[config.mk]
export PLATFORM = sky130hd
export DESIGN_NAME = irq_prio_ctrl
export DESIGN_NICKNAME = d
export VERILOG_FILES = /design/src/rtl/irq_ctrl_pkg.sv /design/src/rtl/irq_prio_scan.sv /design/src/rtl/irq_map_regs.sv /design/src/rtl/irq_req_track.sv /design/src/rtl/irq_prio_ctrl.sv
export SDC_FILE = /design/constraint.sdc
export NUM_CORES = 1
export LEC_CHECK = 0
export ABC_CLOCK_PERIOD_IN_PS = 4830
export BUFFER_PORTS_ARGS = -buffer_cell sky130_fd_sc_hd__buf_2
export CORE_MARGIN = 2
export CORE_UTILIZATION = 55
export DETAILED_ROUTE_END_ITERATION = 8
export GPL_ROUTABILITY_DRIVEN = 0
export PLACE_DENSITY = 0.86
export SLEW_MARGIN = 30
export SYNTH_ARGS = -nofsm -noshare
export SYNTH_HDL_FRONTEND = slang
export SYNTH_SLANG_ARGS = --single-unit
[constraint.sdc]
create_clock -name clk -period 4.83 [get_ports clk]
set_clock_uncertainty 0.05 [all_clocks]
set_input_delay 0.966 -clock clk [delete_from_list [all_inputs] [get_ports clk]]
set_output_delay 0.966 -clock clk [all_outputs]
set_load 0.005 [all_outputs]
[src/rtl/irq_ctrl_pkg.sv]
// Package: shared constants and helpers for the prioritized interrupt controller.
// Assumes a 10-bit byte address split into four 256-byte windows by bits 9:8.
package irq_ctrl_pkg;

    typedef enum logic [1:0] {
        WIN_BUS_MAP = 2'd0,
        WIN_OB_MAP  = 2'd1,
        WIN_BUS_CLR = 2'd2,
        WIN_OB_CLR  = 2'd3
    } win_e;

    localparam int unsigned CFG_AW      = 10;
    localparam logic [30:0] BUS_MAP_TAG = 31'h7C0;
    localparam logic [30:0] OB_MAP_TAG  = 31'h7E0;

    // Read-only low bits of a bus-slot group map register.
    function automatic logic [30:0] bus_map_low(input logic [4:0] grp);
        return BUS_MAP_TAG | {24'd0, grp, 2'b00};
    endfunction

    // Read-only low bits of an on-board line map register.
    function automatic logic [30:0] ob_map_low(input logic [4:0] line);
        return OB_MAP_TAG + {26'd0, line};
    endfunction

endpackage

[src/rtl/irq_prio_scan.sv]
// Module: fixed-priority finder, lowest set index wins.
// Assumes N is a power of two and IW = log2(N). Purely combinational.
module irq_prio_scan #(
    parameter int unsigned N  = 64,
    parameter int unsigned IW = $clog2(N)
) (
    input  logic [N-1:0]  vec,
    output logic          found,
    output logic [IW-1:0] pick
);

    // Walk from the top down so the lowest active index is written last.
    always_comb begin
        found = 1'b0;
        pick  = '0;
        for (int i = N - 1; i >= 0; i--) begin
            if (vec[i]) begin
                found = 1'b1;
                pick  = IW'(i);
            end
        end
    end

endmodule

[src/rtl/irq_map_regs.sv]
// Module: enable bits of the group and per-line mapping registers.
// Only bit 31 of each register is stored; the low bits are constants.
// Provides both current and next-cycle enables so a same-edge rescan
// sees a write that lands at that edge. Assumes GW, OW <= 5.
module irq_map_regs
    import irq_ctrl_pkg::*;
#(
    parameter int unsigned NUM_GRP = 8,
    parameter int unsigned NUM_OB  = 32,
    localparam int unsigned GW     = $clog2(NUM_GRP),
    localparam int unsigned OW     = $clog2(NUM_OB)
) (
    input  logic               clk,
    input  logic               rst_n,
    input  logic               bus_we,
    input  logic [GW-1:0]      bus_sel,
    input  logic               ob_we,
    input  logic [OW-1:0]      ob_sel,
    input  logic               wr_en_bit,
    input  logic               rd_bus,
    input  logic               rd_ob,
    input  logic [GW-1:0]      rd_bus_sel,
    input  logic [OW-1:0]      rd_ob_sel,
    output logic [NUM_GRP-1:0] bus_en_q,
    output logic [NUM_OB-1:0]  ob_en_q,
    output logic [NUM_GRP-1:0] bus_en_d,
    output logic [NUM_OB-1:0]  ob_en_d,
    output logic [31:0]        rd_val
);

    // Next-state enables: the selected bit takes the written enable value.
    always_comb begin
        bus_en_d = bus_en_q;
        ob_en_d  = ob_en_q;
        if (bus_we) bus_en_d[bus_sel] = wr_en_bit;
        if (ob_we)  ob_en_d[ob_sel]   = wr_en_bit;
    end

    // Enable storage, cleared by the synchronous reset.
    always_ff @(posedge clk) begin
        if (!rst_n) begin
            bus_en_q <= '0;
            ob_en_q  <= '0;
        end else begin
            bus_en_q <= bus_en_d;
            ob_en_q  <= ob_en_d;
        end
    end

    // Read path: stored enable over the constant low field.
    always_comb begin
        rd_val = 32'd0;
        if (rd_bus)
            rd_val = {bus_en_q[rd_bus_sel], bus_map_low(5'(rd_bus_sel))};
        else if (rd_ob)
            rd_val = {ob_en_q[rd_ob_sel], ob_map_low(5'(rd_ob_sel))};
    end

    AST_GRP_EN_WRITE: assert property (@(posedge clk) disable iff (!rst_n)
        bus_we |=> bus_en_q[$past(bus_sel)] == $past(wr_en_bit));
    AST_LINE_EN_WRITE: assert property (@(posedge clk) disable iff (!rst_n)
        ob_we |=> ob_en_q[$past(ob_sel)] == $past(wr_en_bit));

endmodule

[src/rtl/irq_req_track.sv]
// Module: holds the single outstanding request and decides when to rescan.
// A withdraw (enable cleared on the covering map register) or a matching
// acknowledge releases the request; the scan result is loaded at the same
// edge whenever the slot is empty or being released.
module irq_req_track #(
    parameter int unsigned NUM_GRP = 8,
    parameter int unsigned LPG     = 4,
    parameter int unsigned NUM_OB  = 32,
    localparam int unsigned NUM_BUS = NUM_GRP * LPG,
    localparam int unsigned NUM_SRC = NUM_BUS + NUM_OB,
    localparam int unsigned IW      = $clog2(NUM_SRC),
    localparam int unsigned GW      = $clog2(NUM_GRP),
    localparam int unsigned OW      = $clog2(NUM_OB),
    localparam int unsigned LW      = $clog2(LPG)
) (
    input  logic               clk,
    input  logic               rst_n,
    input  logic               bus_map_we,
    input  logic [GW-1:0]      bus_map_sel,
    input  logic               ob_map_we,
    input  logic [OW-1:0]      ob_map_sel,
    input  logic               wr_en_bit,
    input  logic               bus_clr_we,
    input  logic [GW-1:0]      bus_clr_sel,
    input  logic               ob_clr_we,
    input  logic [OW-1:0]      ob_clr_sel,
    input  logic               scan_found,
    input  logic [IW-1:0]      scan_pick,
    output logic               req_vld,
    output logic [IW-1:0]      req_idx,
    output logic [NUM_SRC-1:0] req_onehot
);

    localparam logic [IW-1:0] BUS_LIM = IW'(NUM_BUS);

    logic          req_vld_q;
    logic [IW-1:0] req_idx_q;
    logic          req_is_bus;
    logic [IW-1:0] req_grp;
    logic [IW-1:0] req_line;
    logic          release_now;

    // Locate the outstanding request inside its group or line space.
    always_comb begin
        req_is_bus = req_idx_q < BUS_LIM;
        req_grp    = req_idx_q >> LW;
        req_line   = req_idx_q - BUS_LIM;
    end

    // Release on a withdrawing map write or a matching acknowledge.
    always_comb begin
        release_now = 1'b0;
        if (req_vld_q) begin
            if (bus_map_we && !wr_en_bit && req_is_bus && req_grp == IW'(bus_map_sel))
                release_now = 1'b1;
            if (ob_map_we && !wr_en_bit && !req_is_bus && req_line == IW'(ob_map_sel))
                release_now = 1'b1;
            if (bus_clr_we && req_is_bus && req_grp == IW'(bus_clr_sel))
                release_now = 1'b1;
            if (ob_clr_we && !req_is_bus && req_line == IW'(ob_clr_sel))
                release_now = 1'b1;
        end
    end

    // Request slot: load a new scan result only when empty or released.
    always_ff @(posedge clk) begin
        if (!rst_n) begin
            req_vld_q <= 1'b0;
            req_idx_q <= '0;
        end else if (!req_vld_q || release_now) begin
            req_vld_q <= scan_found;
            req_idx_q <= scan_pick;
        end
    end

    // One-hot expansion of the request slot.
    for (genvar s = 0; s < NUM_SRC; s++) begin : g_onehot
        assign req_onehot[s] = req_vld_q && (req_idx_q == IW'(s));
    end

    assign req_vld = req_vld_q;
    assign req_idx = req_idx_q;

    AST_EMPTY_LOADS_SCAN: assert property (@(posedge clk) disable iff (!rst_n)
        !req_vld_q && scan_found |=> req_vld_q && req_idx_q == $past(scan_pick));

endmodule

[src/rtl/irq_prio_ctrl.sv]
// Module: top of the prioritized interrupt request controller.
// Latches 64 level inputs, decodes the register port into map writes,
// clear writes and reads, builds the per-line enable vector and feeds the
// priority scan and the request tracker. Reads are combinational.
module irq_prio_ctrl
    import irq_ctrl_pkg::*;
#(
    parameter int unsigned NUM_GRP = 8,
    parameter int unsigned LPG     = 4,
    parameter int unsigned NUM_OB  = 32,
    localparam int unsigned NUM_BUS = NUM_GRP * LPG,
    localparam int unsigned NUM_SRC = NUM_BUS + NUM_OB,
    localparam int unsigned IW      = $clog2(NUM_SRC),
    localparam int unsigned GW      = $clog2(NUM_GRP),
    localparam int unsigned OW      = $clog2(NUM_OB)
) (
    input  logic               clk,
    input  logic               rst_n,
    input  logic [NUM_SRC-1:0] irq_lvl,
    input  logic               cfg_we,
    input  logic [CFG_AW-1:0]  cfg_addr,
    input  logic [31:0]        cfg_wdata,
    output logic [31:0]        cfg_rdata,
    output logic [NUM_SRC-1:0] irq_req
);

    localparam logic [4:0] GRP_LIM5 = 5'(NUM_GRP - 1);
    localparam logic [2:0] GRP_LIM3 = 3'(NUM_GRP - 1);
    localparam logic [4:0] OB_LIM5  = 5'(NUM_OB - 1);

    logic [NUM_SRC-1:0] lvl_q;
    win_e               win;
    logic               hi_word;
    logic [4:0]         slot5;
    logic [2:0]         gslot3;
    logic               bus_map_hit, ob_map_hit, bus_clr_hit, ob_clr_hit;
    logic [NUM_GRP-1:0] bus_en_q, bus_en_d;
    logic [NUM_OB-1:0]  ob_en_q, ob_en_d;
    logic [NUM_SRC-1:0] src_en_q, src_en_d;
    logic [NUM_SRC-1:0] scan_vec;
    logic               scan_found;
    logic [IW-1:0]      scan_pick;
    logic               req_vld;
    logic [IW-1:0]      req_idx;
    logic               unused_cfg;

    assign unused_cfg = ^{cfg_wdata[30:0], cfg_addr[1:0]};

    // Latch the level inputs once per clock; reset empties the vector.
    always_ff @(posedge clk) begin
        if (!rst_n) lvl_q <= '0;
        else        lvl_q <= irq_lvl;
    end

    // Address decode: window, upper-word qualifier and slot indices.
    always_comb begin
        win         = win_e'(cfg_addr[9:8]);
        hi_word     = cfg_addr[2];
        slot5       = cfg_addr[7:3];
        gslot3      = cfg_addr[7:5];
        bus_map_hit = hi_word && (win == WIN_BUS_MAP) && (slot5 <= GRP_LIM5);
        ob_map_hit  = hi_word && (win == WIN_OB_MAP)  && (slot5 <= OB_LIM5);
        bus_clr_hit = hi_word && (win == WIN_BUS_CLR) && (gslot3 <= GRP_LIM3);
        ob_clr_hit  = hi_word && (win == WIN_OB_CLR)  && (slot5 <= OB_LIM5);
    end

    irq_map_regs #(
        .NUM_GRP (NUM_GRP),
        .NUM_OB  (NUM_OB)
    ) u_map (
        .clk        (clk),
        .rst_n      (rst_n),
        .bus_we     (cfg_we && bus_map_hit),
        .bus_sel    (slot5[GW-1:0]),
        .ob_we      (cfg_we && ob_map_hit),
        .ob_sel     (slot5[OW-1:0]),
        .wr_en_bit  (cfg_wdata[31]),
        .rd_bus     (bus_map_hit),
        .rd_ob      (ob_map_hit),
        .rd_bus_sel (slot5[GW-1:0]),
        .rd_ob_sel  (slot5[OW-1:0]),
        .bus_en_q   (bus_en_q),
        .ob_en_q    (ob_en_q),
        .bus_en_d   (bus_en_d),
        .ob_en_d    (ob_en_d),
        .rd_val     (cfg_rdata)
    );

    // Spread group and line enables onto the 64 source positions.
    for (genvar s = 0; s < NUM_SRC; s++) begin : g_src_en
        if (s < NUM_BUS) begin : g_bus
            assign src_en_d[s] = bus_en_d[s / LPG];
            assign src_en_q[s] = bus_en_q[s / LPG];
        end else begin : g_ob
            assign src_en_d[s] = ob_en_d[s - NUM_BUS];
            assign src_en_q[s] = ob_en_q[s - NUM_BUS];
        end
    end

    assign scan_vec = lvl_q & src_en_d;

    irq_prio_scan #(
        .N  (NUM_SRC),
        .IW (IW)
    ) u_scan (
        .vec   (scan_vec),
        .found (scan_found),
        .pick  (scan_pick)
    );

    irq_req_track #(
        .NUM_GRP (NUM_GRP),
        .LPG     (LPG),
        .NUM_OB  (NUM_OB)
    ) u_track (
        .clk         (clk),
        .rst_n       (rst_n),
        .bus_map_we  (cfg_we && bus_map_hit),
        .bus_map_sel (slot5[GW-1:0]),
        .ob_map_we   (cfg_we && ob_map_hit),
        .ob_map_sel  (slot5[OW-1:0]),
        .wr_en_bit   (cfg_wdata[31]),
        .bus_clr_we  (cfg_we && bus_clr_hit),
        .bus_clr_sel (gslot3[GW-1:0]),
        .ob_clr_we   (cfg_we && ob_clr_hit),
        .ob_clr_sel  (slot5[OW-1:0]),
        .scan_found  (scan_found),
        .scan_pick   (scan_pick),
        .req_vld     (req_vld),
        .req_idx     (req_idx),
        .req_onehot  (irq_req)
    );

    AST_REQ_ONEHOT: assert property (@(posedge clk) disable iff (!rst_n)
        $onehot0(irq_req));
    AST_REQ_HOLDS: assert property (@(posedge clk) disable iff (!rst_n)
        req_vld && !cfg_we |=> req_vld && $stable(req_idx));
    AST_REQ_ENABLED: assert property (@(posedge clk) disable iff (!rst_n)
        req_vld |-> src_en_q[req_idx]);
    AST_PICK_LOWEST: assert property (@(posedge clk) disable iff (!rst_n)
        scan_found |-> scan_vec[scan_pick] &&
            ((scan_vec & ((NUM_SRC'(1) << scan_pick) - NUM_SRC'(1))) == '0));

endmodule

# --- Word level (Yosys, flattened, before mapping) ---
# Index checks and enable logic that the tools add are counted.
word_totals:
  elab_cells: 326
  reg_bits: 111
op_classes:
  reduce_logical: 94
  n_bitwise: 1
  n_eq_ne: 69
  n_lt_le_gt_ge: 8
  n_mux: 147
  addsub: 2
ops:
  columns: ["op", "count"]
  rows:
  - ["$mux W6", 64]
  - ["$eq A6 B6 Y1 const B", 32]
  - ["$eq A6 B5 Y1 const B", 16]
  - ["$mux W32", 3]
  - ["$logic_and A1 B1 Y1", 88]
  - ["$mux W1", 73]
  - ["$and A64 B64 Y64", 1]
  - ["$eq A6 B4 Y1 const B", 8]
  - ["$bwmux W32", 1]
  - ["$eq A6 B3 Y1 const B", 4]
  - ["$add A11 B5 Y12 const A", 1]
  - ["$eq A6 B2 Y1 const B", 2]
  - ["$bwmux W8", 1]
  - ["$eq A4 B3 Y1", 2]
  - ["$mux W8", 1]
  - ["$eq A6 B1 Y1 const B", 1]
  - ["$eq A6 B5 Y1", 1]
  - ["$logic_not A6 Y1", 1]
  - ["$lt A5 B6 Y1 const B", 1]
  - ["$lt A6 B6 Y1 const B", 1]
  - ["$sub A6 B6 Y6 const B", 1]
  - ["$bmux W1 S5", 1]
  - ["$demux W1 S5", 1]
  - ["$ge A5 B1 Y1 const B", 1]
  - ["other kinds (12)", 15]

# --- Logic depth before layout (Yosys ltp) ---
depth:
  word_depth: 71
  ltp_mapped: 11

# --- Cells and area by module ---
# Synthesis repeated with hierarchy kept, for this count alone.
unflattened:
  hier_cells: 760
  hier_area_um2: 6392.4
modules_own_cells:
  columns: ["module", "cells_each", "area_per_inst_um2", "instances"]
  rows:
  - ["irq_map_regs", 254, 2456.1, 1]
  - ["irq_prio_ctrl", 209, 2249.7, 1]
  - ["irq_req_track", 157, 923.4, 1]
  - ["irq_prio_scan", 140, 763.2, 1]

# --- Worst setup path before layout ---
# No wires, ideal clock.
synth_timing:
  path_type: "input -> output"
  startpoint: "input cfg_addr[3]"
  endpoint: "output cfg_rdata[31]"
  path_slack_ns: 0.907
  required_time_ns: 3.814
  arrival_time_ns: 2.907
  cell_stages: 7
  path_cell_list: "buf_6 > buf_2 > buf_1 > mux4_2 > mux4_2 > a21oi_1 > o22ai_1"
synth_between:
  elab_chain_cells: 4
synth_rtl:
  columns: ["item", "line", "rtl"]
  rows:
  - ["start: declaration", "irq_prio_ctrl.sv:21", "input logic [CFG_AW-1:0] cfg_addr,"]
  - ["$bmux W1 S5 or $le A5 B5 Y1 (tied branches)", "irq_map_regs.sv:56, irq_prio_ctrl.sv:62", null]
  - ["$mux W1 (implied by the code) or $logic_and A1 B1 Y1 (tied branches)", "irq_map_regs.sv:56, irq_prio_ctrl.sv:62", null]
  - ["$mux W32", "irq_map_regs.sv:55", "else if (rd_ob)"]
  - ["$mux W32 (*)", "irq_map_regs.sv:53", "if (rd_bus)"]
  - ["end: declaration", "irq_prio_ctrl.sv:23", "output logic [31:0] cfg_rdata,"]
# Every way passes the cells marked *; elsewhere a longest branch is shown, timed or not. The select of a mux whose other input is x is not followed.

# --- Final worst setup path ---
# Ends and elaborated chain as after synthesis.

==> summary.txt <==
WHS = 0.4559 ns
Rel. slew slack = 0.5117
CTS tree = done
Period utilisation layout = 0.8502
Clk buf depth = 2
Initial core utilization = 0.5584
CP delay by family, top = multiplexers
Cts hold-fix bufs = 0
Yosys cell types = 76
Clock sink count = 111
FMAX = 243.5 MHz
Ranking of synthesized cells by area = dfxtp_1, nor2_1, and2_1
Power Density = 258.1 nW/um^2
Chip Width = 111.0 um
H-tree Lvls = 3
Mean post-synth cell area = 8.154 sq um
Routed Antenna Nets = 0
Die ar. = 12320 sq um
DP Wirelength = 11.67 mm
Crit. End Element = output pin
Sequential element share of the synthesized area = 0.3530
Via count = 5986
Worst Path Buf+Inv = 3
Grt total ovfl = 0
Core Area = 11270 sq um
DRC errors left = 0
Inst Count DP = 1018
Status = finished clean
Max IR drop VDD = 221.2 uV
WL/cell = 15.54 um
RSZ-0062 raised after global routing = false
CP Class = in -> out
Post-Layout Cell Count = 1034
Leak = 2.999 nW
Count leader, synth = nor2_1
Final Core Density = 0.6422
Grt met1 use = 0.3519
Final hold violation count = 0
Die Ht = 111.0 um
Post_cts resized = 0
Final slew viol count = 0
Root Buffer = clkbuf_16
Critical-path top delay cell = mux4_2
CP arrival = 3.09 ns
Post-synth EDFFs = 0
Total wire length = 16.07 mm
Max_cap viols = 0
Commonest cells post-synth = nor2_1, dfxtp_1, and2_1
Number of fill cells = 979
IO Pins = 205
Number of setup violations in the final report = 0
Number of iterations in the first detailed-routing pass = 5
Antenna violations before repair = 0
Most used DFF post-synth = dfxtp_1
Synth top area share = 0.3530
GR Layer Usage met3 = 0.04538
First-pass GRT wire length = 25.80 mm
Total CTS buffers = 9
Final Cell Area = 7239 sq um
DP Area = 6937 sq um
Antenna diode count = 0
Fin crit period = 4.106 ns
Largest net degree at the start of global routing = 78
Synth Warn # = 0
Mapped cell area = 6295 sq um
FFs w/ async S/R, synth = 0
Post-Syn Instances = 772
Yosys top cell by area = dfxtp_1
Cell breakdown of the critical path = buf_2 -> buf_4 -> mux4_2 -> mux4_2 -> a21oi_1 -> o22ai_1 -> buf_2
TNS Setup = 0 ns
Clk_lat worst skew = 0.36 ns
Post-CTS setup buffers = 0
Met2 usage in global routing = 0.4065
Max incr delay on CP = 0.56 ns
Nets = 995
Worst hold path type = reg -> reg
Vias in the first global route = 5263
Synth Register Bits = 111
Grt peak-use layer = met2
Layout area overhead = 15.01%
Critical path launch point type = primary input
GRT Util Overall = 0.2553
Port bufs = 151
Clock Pin Slew Worst Setup and Hold Paths = 0.08 ns
Actual slew at the worst max-slew pin = 0.7314 ns
Critical path peak fanout = 15
Initial drt markers = 703
CP required = 3.81 ns
Layout cells sized above 1 = 0.2391
Rows = 39
Drt via density = 5.789
==> per-layer routing <==
layer  share of wire  wire length [um]  up-vias
met5               0                 0        -
met4           0.024               378        0
met2            0.45              7300      301
li1                -                 -     2875
met1            0.43              6850     2777
met3           0.096              1538       33
==> path summary, 6_finish.rpt <==
check	startpoint	endpoint	slack, ns	cells past startpoint
setup / recovery	cfg_addr[3]	cfg_rdata[31]	0.72	7
hold / removal	u_map.ob_en_q[1]	u_map.ob_en_q[1]	0.46	2
setup reg to reg	u_map.ob_en_q[8]	u_track.req_idx[0]	2.18	8
hold reg to reg	u_map.ob_en_q[1]	u_map.ob_en_q[1]	0.46	2
==> worst register-to-register path, cell delays in order (launching register included) <==
cell	delay (ns)
dfxtp_1	0.42
nand2_1	0.07
mux2i_1	0.34
o32ai_1	0.15
a2111oi_1	0.60
o211ai_1	0.24
a31o_1	0.28
a211oi_1	0.27
o22ai_1	0.11
==> power by group <==
part | total (mW) | switching (mW) | internal (mW)
Combinational | 0.168 | 0.101 | 0.0678
Sequential | 0.962 | 0.0179 | 0.944
Clock | 0.738 | 0.370 | 0.368
==> logic make-up (layout without fill, tap and decap cells) <==
logic type / Yosys count / count (layout) / synth area share
AOI/OAI and AO/OA: 135 / 135 / 0.1536
xor gates and xnor gates: 8 / 8 / 0.01113
buffers and inverters: 92 / 192 / 0.07573
DFF: 111 / 111 / 0.3530
muxes: 48 / 48 / 0.09640
other: 1 / 20 / 0.0005957
and+or+nand+nor: 377 / 377 / 0.3095
==> through the flow <==
step | setup slack, ns | power (mW)
floorplan | 0.9069 | 1.102
global placement | 0.6547 | 1.145
detailed placement | 0.6341 | 1.149
CTS | 0.7791 | 1.870
global route | 0.6656 | 1.933
finish | 0.7237 | 1.869
==> final cells by class <==
cell class / instances / area [sq um] / area share
Clock buffer: 9 / 225.2 / 0.03111
Clock inverter: 7 / 70.07 / 0.009679
Inverter: 20 / 75.07 / 0.01037
Multi-Input combinational cell: 588 / 3675 / 0.5076
Sequential cell: 111 / 2222 / 0.3069
Tap cell: 143 / 178.9 / 0.02471
Timing Repair Buffer: 156 / 793.3 / 0.1096
==> sequential cells by signal (all words and copies together) (netlist names) <==
signal and count:
lvl_q 64, u_map.bus_en_q 8, u_map.ob_en_q 32, u_track.req_idx 6, u_track.req_vld 1
==> cells in the final DEF, fill, tap and decap left out, drive strengths merged, types with 5 or more instances in the layout <==
| cell | instances |
|---|---|
| a21boi | 7 |
| a21oi | 29 |
| and2 | 74 |
| buf | 156 |
| clkbuf | 9 |
| conb | 20 |
| dfxtp | 111 |
| inv | 25 |
| mux2 | 8 |
| mux2i | 31 |
| mux4 | 9 |
| nand2 | 49 |
| nand2b | 6 |
| nand3 | 13 |
| nand3b | 8 |
| nand4 | 6 |
| nor2 | 144 |
| nor2b | 7 |
| nor3 | 32 |
| nor4 | 14 |
| o211ai | 5 |
| o21a | 9 |
| o21ai | 15 |
| o22ai | 7 |
| o31a | 7 |
| o31ai | 8 |
| o32ai | 7 |
| or3b | 5 |
| or4 | 5 |
| xnor2 | 5 |
No activity file was read; power rests on OpenSTA's default activity.
